**config.mk**
```make
export PLATFORM = sky130hd
export DESIGN_NAME = sup_reset_ctrl
export DESIGN_NICKNAME = d
export VERILOG_FILES = /design/src/rtl/sup_pkg.sv /design/src/rtl/sup_hold_timer.sv /design/src/rtl/sup_watchdog.sv /design/src/rtl/sup_cause_gen.sv /design/src/rtl/sup_reset_ctrl.sv
export SDC_FILE = /design/constraint.sdc
export NUM_CORES = 1
export LEC_CHECK = 0
export ABC_CLOCK_PERIOD_IN_PS = 2000
export BUFFER_PORTS_ARGS = -buffer_cell sky130_fd_sc_hd__buf_4
export CAP_MARGIN = 0
export CORE_ASPECT_RATIO = 0.6
export CORE_MARGIN = 1
export CORE_UTILIZATION = 40
export CTS_BUF_LIST = sky130_fd_sc_hd__clkbuf_8
export CTS_CLUSTER_DIAMETER = 60
export DETAILED_ROUTE_END_ITERATION = 6
export PLACE_DENSITY = 0.58
export SYNTH_ARGS = -nofsm -noshare
export SYNTH_HDL_FRONTEND = slang
export SYNTH_SLANG_ARGS = --single-unit
export TNS_END_PERCENT = 10
```
**constraint.sdc**
```tcl
create_clock -name clk -period 2 [get_ports clk]
set_input_delay 0.3 -clock clk [delete_from_list [all_inputs] [get_ports clk]]
set_output_delay 0.3 -clock clk [all_outputs]
set_load 0.05 [all_outputs]
```
**src/rtl/sup_pkg.sv**
```systemverilog
package sup_pkg;

  // Tick counts of the selectable options.
  localparam int HOLD_T0 = 50;
  localparam int HOLD_T1 = 200;
  localparam int HOLD_T2 = 400;
  localparam int HOLD_T3 = 800;
  localparam int WD_T0   = 1400;
  localparam int WD_T1   = 200;
  localparam int WD_T2   = 25;

  localparam int MAX_T   = (WD_T0 > HOLD_T3) ? WD_T0 : HOLD_T3;
  localparam int CNT_W   = $clog2(MAX_T + 1);
  localparam int NUM_REQ = 2;   // level-type reset requests: manual, low voltage

  typedef logic [CNT_W-1:0] cnt_t;
  typedef logic [1:0]       sel_t;

  function automatic cnt_t hold_ticks(input sel_t s);
    case (s)
      2'b00:   return cnt_t'(HOLD_T0);
      2'b01:   return cnt_t'(HOLD_T1);
      2'b10:   return cnt_t'(HOLD_T2);
      default: return cnt_t'(HOLD_T3);
    endcase
  endfunction

  function automatic cnt_t wd_ticks(input sel_t s);
    case (s)
      2'b00:   return cnt_t'(WD_T0);
      2'b01:   return cnt_t'(WD_T1);
      2'b10:   return cnt_t'(WD_T2);
      default: return '0;
    endcase
  endfunction

  function automatic logic wd_enabled(input sel_t s);
    return s != 2'b11;
  endfunction

  // True when the count sits on the last tick of a window of length lim.
  function automatic logic at_limit(input cnt_t cnt, input cnt_t lim);
    return (lim != '0) && (cnt >= lim - cnt_t'(1));
  endfunction

endpackage

```
**src/rtl/sup_hold_timer.sv**
```systemverilog
module sup_hold_timer
  import sup_pkg::*;
(
  input  logic clk,
  input  logic rst_n,
  input  logic ms_tick,
  input  logic fault,
  input  logic wd_expire,
  input  sel_t hold_sel,
  output logic sys_rst
);

  cnt_t hold_cnt;
  cnt_t hold_lim;
  logic restart;
  logic hold_done;

  assign hold_lim  = hold_ticks(hold_sel);
  assign restart   = fault | wd_expire;
  assign hold_done = sys_rst & ms_tick & at_limit(hold_cnt, hold_lim);

  always_ff @(posedge clk or negedge rst_n) begin
    if (!rst_n) begin
      sys_rst  <= 1'b1;
      hold_cnt <= '0;
    end else if (restart) begin
      sys_rst  <= 1'b1;
      hold_cnt <= '0;
    end else if (hold_done) begin
      sys_rst  <= 1'b0;
      hold_cnt <= '0;
    end else if (sys_rst && ms_tick) begin
      hold_cnt <= hold_cnt + cnt_t'(1);
    end
  end

  // an active request forces reset on the following edge.
  p_fault_holds_r3: assert property (@(posedge clk) disable iff (!rst_n)
    fault |=> sys_rst);

  // release only happens on a ticked edge.
  p_release_on_tick_r10: assert property (@(posedge clk) disable iff (!rst_n)
    $fell(sys_rst) |-> $past(ms_tick));

  // a watchdog expiry always restarts the reset.
  p_expire_resets_r5: assert property (@(posedge clk) disable iff (!rst_n)
    wd_expire |=> sys_rst);

endmodule

```
**src/rtl/sup_watchdog.sv**
```systemverilog
module sup_watchdog
  import sup_pkg::*;
(
  input  logic clk,
  input  logic rst_n,
  input  logic ms_tick,
  input  logic wd_kick,
  input  logic sys_rst,
  input  sel_t wd_sel,
  output logic wd_expire
);

  cnt_t wd_cnt;
  cnt_t wd_lim;
  logic wd_on;
  logic wd_clear;

  assign wd_lim    = wd_ticks(wd_sel);
  assign wd_on     = wd_enabled(wd_sel);
  assign wd_clear  = sys_rst | wd_kick | ~wd_on;
  assign wd_expire = ~wd_clear & ms_tick & at_limit(wd_cnt, wd_lim);

  always_ff @(posedge clk or negedge rst_n) begin
    if (!rst_n) begin
      wd_cnt <= '0;
    end else if (wd_clear || wd_expire) begin
      wd_cnt <= '0;
    end else if (ms_tick) begin
      wd_cnt <= wd_cnt + cnt_t'(1);
    end
  end

  // the count is held cleared while reset is asserted.
  p_clear_in_reset_r8: assert property (@(posedge clk) disable iff (!rst_n)
    sys_rst |=> (wd_cnt == '0));

  // a disabled watchdog never expires.
  p_off_no_expire_r7: assert property (@(posedge clk) disable iff (!rst_n)
    (wd_sel == 2'b11) |-> !wd_expire);

  // a kick leaves no expiry on the next edge.
  p_kick_restarts_r6: assert property (@(posedge clk) disable iff (!rst_n)
    wd_kick |=> !wd_expire);

endmodule

```
**src/rtl/sup_cause_gen.sv**
```systemverilog
module sup_cause_gen
  import sup_pkg::*;
(
  input  logic               clk,
  input  logic               rst_n,
  input  logic [NUM_REQ-1:0] req,
  input  logic               wd_expire,
  output logic [NUM_REQ-1:0] req_cause,
  output logic               wd_cause
);

  logic [NUM_REQ-1:0] req_q;

  for (genvar i = 0; i < NUM_REQ; i++) begin : g_edge
    logic rise;
    assign rise = req[i] & ~req_q[i];

    always_ff @(posedge clk or negedge rst_n) begin
      if (!rst_n) begin
        req_q[i]     <= 1'b0;
        req_cause[i] <= 1'b0;
      end else begin
        req_q[i]     <= req[i];
        req_cause[i] <= rise;
      end
    end

    // each request strobe is a single cycle wide.
    p_req_pulse_r9: assert property (@(posedge clk) disable iff (!rst_n)
      req_cause[i] |=> !req_cause[i]);
  end

  always_ff @(posedge clk or negedge rst_n) begin
    if (!rst_n) wd_cause <= 1'b0;
    else        wd_cause <= wd_expire;
  end

endmodule

```
**src/rtl/sup_reset_ctrl.sv**
```systemverilog
module sup_reset_ctrl
  import sup_pkg::*;
(
  input  logic       clk,
  input  logic       rst_n,
  input  logic       ms_tick,
  input  logic       wd_kick,
  input  logic       mr_req,
  input  logic       lv_flag,
  input  logic [1:0] hold_sel,
  input  logic [1:0] wd_sel,
  output logic       sys_rst,
  output logic       wd_cause,
  output logic       mr_cause,
  output logic       lv_cause
);

  logic               wd_expire;
  logic               fault;
  logic [NUM_REQ-1:0] req_vec;
  logic [NUM_REQ-1:0] req_cause;

  assign req_vec  = {lv_flag, mr_req};
  assign fault    = |req_vec;
  assign mr_cause = req_cause[0];
  assign lv_cause = req_cause[1];

  sup_hold_timer u_hold (
    .clk       (clk),
    .rst_n     (rst_n),
    .ms_tick   (ms_tick),
    .fault     (fault),
    .wd_expire (wd_expire),
    .hold_sel  (hold_sel),
    .sys_rst   (sys_rst)
  );

  sup_watchdog u_wd (
    .clk       (clk),
    .rst_n     (rst_n),
    .ms_tick   (ms_tick),
    .wd_kick   (wd_kick),
    .sys_rst   (sys_rst),
    .wd_sel    (wd_sel),
    .wd_expire (wd_expire)
  );

  sup_cause_gen u_cause (
    .clk       (clk),
    .rst_n     (rst_n),
    .req       (req_vec),
    .wd_expire (wd_expire),
    .req_cause (req_cause),
    .wd_cause  (wd_cause)
  );

  // the watchdog strobe coincides with an asserted reset.
  p_wd_cause_in_reset_r5: assert property (@(posedge clk) disable iff (!rst_n)
    wd_cause |-> sys_rst);

  // a manual strobe comes with reset asserted.
  p_mr_cause_in_reset_r9: assert property (@(posedge clk) disable iff (!rst_n)
    mr_cause |-> sys_rst);

  // directly after power-on reset, no strobe is pending.
  p_quiet_after_por_r1: assert property (@(posedge clk) disable iff (!rst_n)
    $rose(rst_n) |-> !wd_cause && !mr_cause && !lv_cause);

endmodule

```
Word level (Yosys, flattened, before mapping)
Cells that the tools add are included.

Shift-type cells: 0. Divide/modulo/power cells: 0. Multipliers: 0. Equality and inequality tests: 5. $lt $le $gt $ge: 2. $add $sub $neg: 4. Reduce and logical (&&, ||, !) cells: 12. Bitwise logic cells: 13. Multiplexer cells: 9.

Operators by type and width (count): 11-bit 2-to-1 mux (5); 11-bit case mux with 3 select lines (1); 10-bit case mux with 3 select lines (1); 11-bit by 1-bit adder with 11-bit output (second input constant) (2); 11-bit >= comparator (2); 11-bit nonzero test (2); 10-bit by 1-bit subtractor with 11-bit output (second input constant) (1); 11-bit by 1-bit subtractor with 11-bit output (second input constant) (1); 1-bit AND (6); 2-bit by 1-bit equality test with 1-bit output (second input constant) (2); 2-bit equality test (second input constant) (2); 2-bit zero test (2); 1-bit NOT (4); 2-bit nonzero test (2); 1-bit logical AND (3); 1-bit OR (3); 3-bit nonzero test (1); 1-bit 2-to-1 mux (2); 2-bit != test (second input constant) (1); 2-bit OR reduction (1); 1-bit logical OR (1).

Input bits: 10. Memories kept: 0. Bits in writable memories: 0. Logic and storage cells: 53. Bits in read-only memories: 0. Bits in registers: 28. Bits in latches: 0. Output and inout port bits: 4.

Logic depth before layout (Yosys ltp)
Word-level depth: 8. Mapped depth: 11.

Hierarchy
A second synthesis with hierarchy kept.

Cell total of the unflattened synthesis: 220. Area, all modules: 2145.8 µm².

By module, submodules not included: sup_hold_timer (area each 1057.3 µm², seq. area each 301.5 µm², cells an instance 111, instances 1); sup_watchdog (area each 929.6 µm², seq. area each 275.3 µm², cells an instance 101, instances 1); sup_cause_gen (area each 152.6 µm², seq. area each 125.1 µm², cells an instance 7, instances 1); sup_reset_ctrl (area each 6.3 µm², seq. area each 0.0 µm², cells an instance 1, instances 1).

Worst setup path before layout
Ideal clock, no wire load.

Path kind: input to register. Start point: input port hold_sel[1]. End point: register u_hold.hold_cnt[2]. Data required time: 1899 ps. Arrival time: 2076 ps. Buffers on the path: 0. Setup time: 101 ps. Stages on the path: 9. Path slack: -177 ps. Path through: inv_1 > ha_1 > ha_1 > a211oi_1 > nor2_1 > o311a_4 > a21oi_2 > nand2_2 > o311ai_2.

Longest elaborated chain between the ends: 8. Elaborated cells between the ends (all ways): 12. Those cells by class: 1 x add/sub; 1 x order compare; 2 x eq/ne; 3 x mux; 1 x bitwise; 4 x reduce/logical.

Ends and longest elaborated chain: start, declared (line sup_reset_ctrl.sv:10) `input logic [1:0] hold_sel,`; 2-bit equality test, or another cell as far along (line sup_pkg.sv:20) `case (s)`; 10-bit case mux with 3 select lines * (line sup_pkg.sv:20); 10-bit by 1-bit subtractor with 11-bit output (line sup_pkg.sv:43) `return (lim != '0) && (cnt >= lim - cnt_t'(1));`; 11-bit >= comparator (line sup_pkg.sv:43); 1-bit logical AND * (line sup_pkg.sv:43); 1-bit AND * (line sup_hold_timer.sv:20) `assign hold_done = sys_rst & ms_tick & at_limit(hold_cnt, hold_lim);`; 11-bit 2-to-1 mux (line sup_hold_timer.sv:29) `end else if (hold_done) begin`; 11-bit 2-to-1 mux (line sup_hold_timer.sv:26) `end else if (restart) begin`; end signal, assigned (line sup_hold_timer.sv:33) `hold_cnt <= hold_cnt + cnt_t'(1);`; end, declared (line sup_hold_timer.sv:13) `cnt_t hold_cnt;`.

Every way passes the cells marked *; elsewhere a longest branch is shown, timed or not. A chain may end at the register's enable or synchronous reset.

Worst setup path after layout
Ends and elaborated chain as after synthesis.

==> qor.txt <==
run status: finished with violations
violations in the final reports: negative setup slack
number of distinct library cells after synthesis: 40
Total GRT Usage: 0.1949
Slew HR: 0.6627
leading post-synthesis cells by cell area: dfrtp_1 (34%), ha_1 (21%), nand2_1 (4.7%)
Clock Root Buffer: clkbuf_8
slowest stage cell on the critical path: o311a_4
horizontal die dimension: 93.36 um
Max Slew Vio Count: 0
maximum fanout along the worst path: 9
Port Buffer Count: 13
total number of vias: 1737
Detail Route Antenna Nets: 0
tightest hold margin: 0.1439 ns
final worst clock skew: 0.005109 ns
Mean Syn Cell Area: 9.064 um2
Most used DFF post-synth: dfrtp_1
area fraction of the dominant cell type after synthesis: 0.3373
count of mapped cells out of synthesis: 221
core occupancy in the finished layout: 0.5912
signed area change from the synthesized netlist to the final layout: 38.23%
vias in the first global route: 1612
dpl cell area: 2506 um2
fill cell total of the finished layout: 424
Power Density: 403.9 nW/um2
core area: 4683 um2
syn_nets: 264
CP Data Required Time: 2.19 ns
diodes inserted: 0
achievable frequency: 0.4656 GHz
endpoint kind of the worst setup timing path: flop
total power consumption of the routed design: 1.118 mW
kind of start point of the critical path: primary input
overflow left after global routing: 0
most numerous cell on the critical path: ha_1
CTS buffer count: 3
delay contributed by the slowest stage of the critical path: 0.46 ns
arrival time of data at the critical path endpoint: 2.34 ns
row count: 19
final weighted congestion of routability-driven global placement: 0.8268
series of cell instances along the critical path: buf_8, clkinvlp_4, buf_4, ha_1, inv_1, ha_1, nand4_1, a21oi_1, o311a_4, a21oi_4, nand2_4, o311ai_2
antenna violations before repair: 0
total die area: 5304 um2
yosys warns: 0
insertion delay to the later sink of the worst-skew pair: 0.28 ns
wire length of the first global-routing pass: 7.866 mm
min setup slack post-route: -0.1478 ns
fraction of layout instances using a drive strength above 1: 0.3273
count of final setup violators: 11
Initial Util: 0.4277
path type of the worst setup path: in2reg
Cell Int Power: 827.9 uW
drt wl/cell: 14.20 um
share of total power in combinational logic: 0.161
final worst path period share: 1.074
share of the yosys chip area belonging to registers: 0.3504
Max-cap violations: 0
sequential share of power: 0.513
average via count per standard cell: 5.094
maximum number of pins on one net before global-route repair: 29
crit path time final: 2.148 ns
final hold violation count: 0
worst-case vdd ir drop: 0.2360 mV
Yosys reg bits: 28
number of enable-type register cells in the synthesized netlist: 0
Ports: 14
total wire length: 4.843 mm
Num Clock Sinks: 28
net switching power of the design: 290.4 uW
final design instance area without fill: 2769 um2
height of the die: 56.82 um
clock input transition at the sequential cells of the worst setup and hold paths: 0.10 ns
maximum root-to-sink buffer count: 2
class of the most critical hold timing path: in2reg
library cell with the largest summed area after synthesis: dfrtp_1
switching portion of total power: 0.2596
post-synthesis instance area: 2003 um2
total iterations of the first detailed-routing run: 4
fraction of power consumed by the clock network: 0.326
fin nets: 322
unrepaired setup endpoints after global routing: yes
H-tree depth: 1
placed wire-length estimate after detailed placement: 3.611 mm
P_leak: 1.237 nW
pin slew with the least headroom to its limit: 0.5022 ns
number of violations reported at the end of detailed-routing iteration 0: 88
fraction of registers with async set or reset after synthesis: 1.000
Remaining DRCs: 0
CTS tree: yes
layout by cell type (no fill, tap or decap), types with 5 or more instances in the layout:
cell / instances
o21ai_0: 8
dfrtp_1: 27
nor2_1: 20
xnor2_1: 9
ha_1: 27
nand2_1: 25
inv_1: 12
nand3_1: 10
ha_4: 6
buf_4: 51
and3_1: 5
a21oi_1: 13
per-layer routing:
| metal | up-vias | wire, um | global-route usage |
|---|---|---|---|
| li1 | 898 | - | - |
| met4 | 0 | 34 | 0.04176 |
| met2 | 19 | 1814 | 0.2405 |
| met3 | 4 | 129 | 0.04065 |
| met5 | - | 0 | 0 |
| met1 | 816 | 2864 | 0.3280 |
power groups by stage:
stage / registers, mW / logic [mW] / clock network, mW
3_3_place_gp: 0.585 / 0.158 / 0
6_report: 0.574 / 0.180 / 0.364
4_1_cts: 0.574 / 0.166 / 0.376
3_5_place_dp: 0.585 / 0.158 / 0
2_1_floorplan: 0.592 / 0.0752 / 0
5_1_grt: 0.575 / 0.200 / 0.400
cells in the mapped netlist (6+ instances only):
cell / n
nand3_1: 10
and3_1: 6
nor4_1: 6
xnor2_1: 9
dfrtp_1: 27
ha_1: 33
inv_1: 16
o21ai_0: 11
a21oi_1: 15
nor2_1: 20
nand2_1: 25
cells by family (layout without fill, tap and decap cells):
group / after synthesis / count (layout) / share of synthesized area
and+or+nand+nor: 84 / 84 / 0.1986
AOI/OAI and AO/OA: 47 / 47 / 0.1611
adders and majority gates: 33 / 33 / 0.2061
DFF: 28 / 28 / 0.3504
buffers and inverters: 17 / 74 / 0.03248
xor gates and xnor gates: 10 / 10 / 0.04373
other: 1 / 1 / 0.001872
muxes: 1 / 1 / 0.005621
layout make-up:
cell class	instances	area [um2]	share of cell area
clock buffer	4	55.05	0.01988
inverter	16	63.81	0.02305
timing repair buffer	54	419.2	0.1514
sequential	28	701.9	0.2535
tap	63	78.83	0.02847
multi-input combinational	176	1450	0.5237
timing repair:
| item | 4_1_cts | 5_1_grt |
|---|---|---|
| endpoints found under the hold margin | 27 | 0 |
| setup endpoints to repair | 20 | 23 |
| gates cloned | 0 | 0 |
| setup buffers | 0 | 3 |
| resized for setup | 6 | 24 |
| hold buffers | 1 | 0 |
| pin swaps | 2 | 7 |
metrics by stage:
step                setup WS [ns]  cells  setup TNS [ns]
global route              -0.2286    341          -2.006
global placement          -0.4269    333          -8.436
finish                    -0.1478    341         -0.9586
CTS                      -0.07695    338         -0.3723
floorplan                -0.06115    221         -0.1291
detailed placement        -0.4905    333          -9.209
sequential cells by signal (all words and copies together) (netlist names):
signal,cells
u_cause.req_cause,2
u_cause.req_q,2
u_cause.wd_cause,1
u_hold.hold_cnt,11
u_hold.sys_rst,1
u_wd.wd_cnt,11
worst max-delay path, delay by kind of cell:
family / cells / cell delay (ns)
buffers and inverters: 4 / 0.46
AO/OA/AOI/OAI: 4 / 0.93
adder cells (fa/ha/maj): 2 / 0.42
AND/OR/NAND/NOR: 2 / 0.22
final timing paths:
check | startpoint | endpoint | slack [ns] | cells past startpoint
max | hold_sel[1] | u_hold.hold_cnt[2] | -0.15 | 12
min | lv_flag | u_cause.req_q[1] | 0.14 | 1
max reg2reg | u_hold.hold_cnt[8] | u_hold.hold_cnt[2] | -0.08 | 7
min reg2reg | u_cause.req_q[0] | u_cause.req_cause[0] | 0.40 | 1
max in group asynchronous | rst_n | u_hold.sys_rst | 1.23 | 2
min in group asynchronous | rst_n | u_wd.wd_cnt[1] | 0.46 | 2
(Power assumes the default switching activity.)
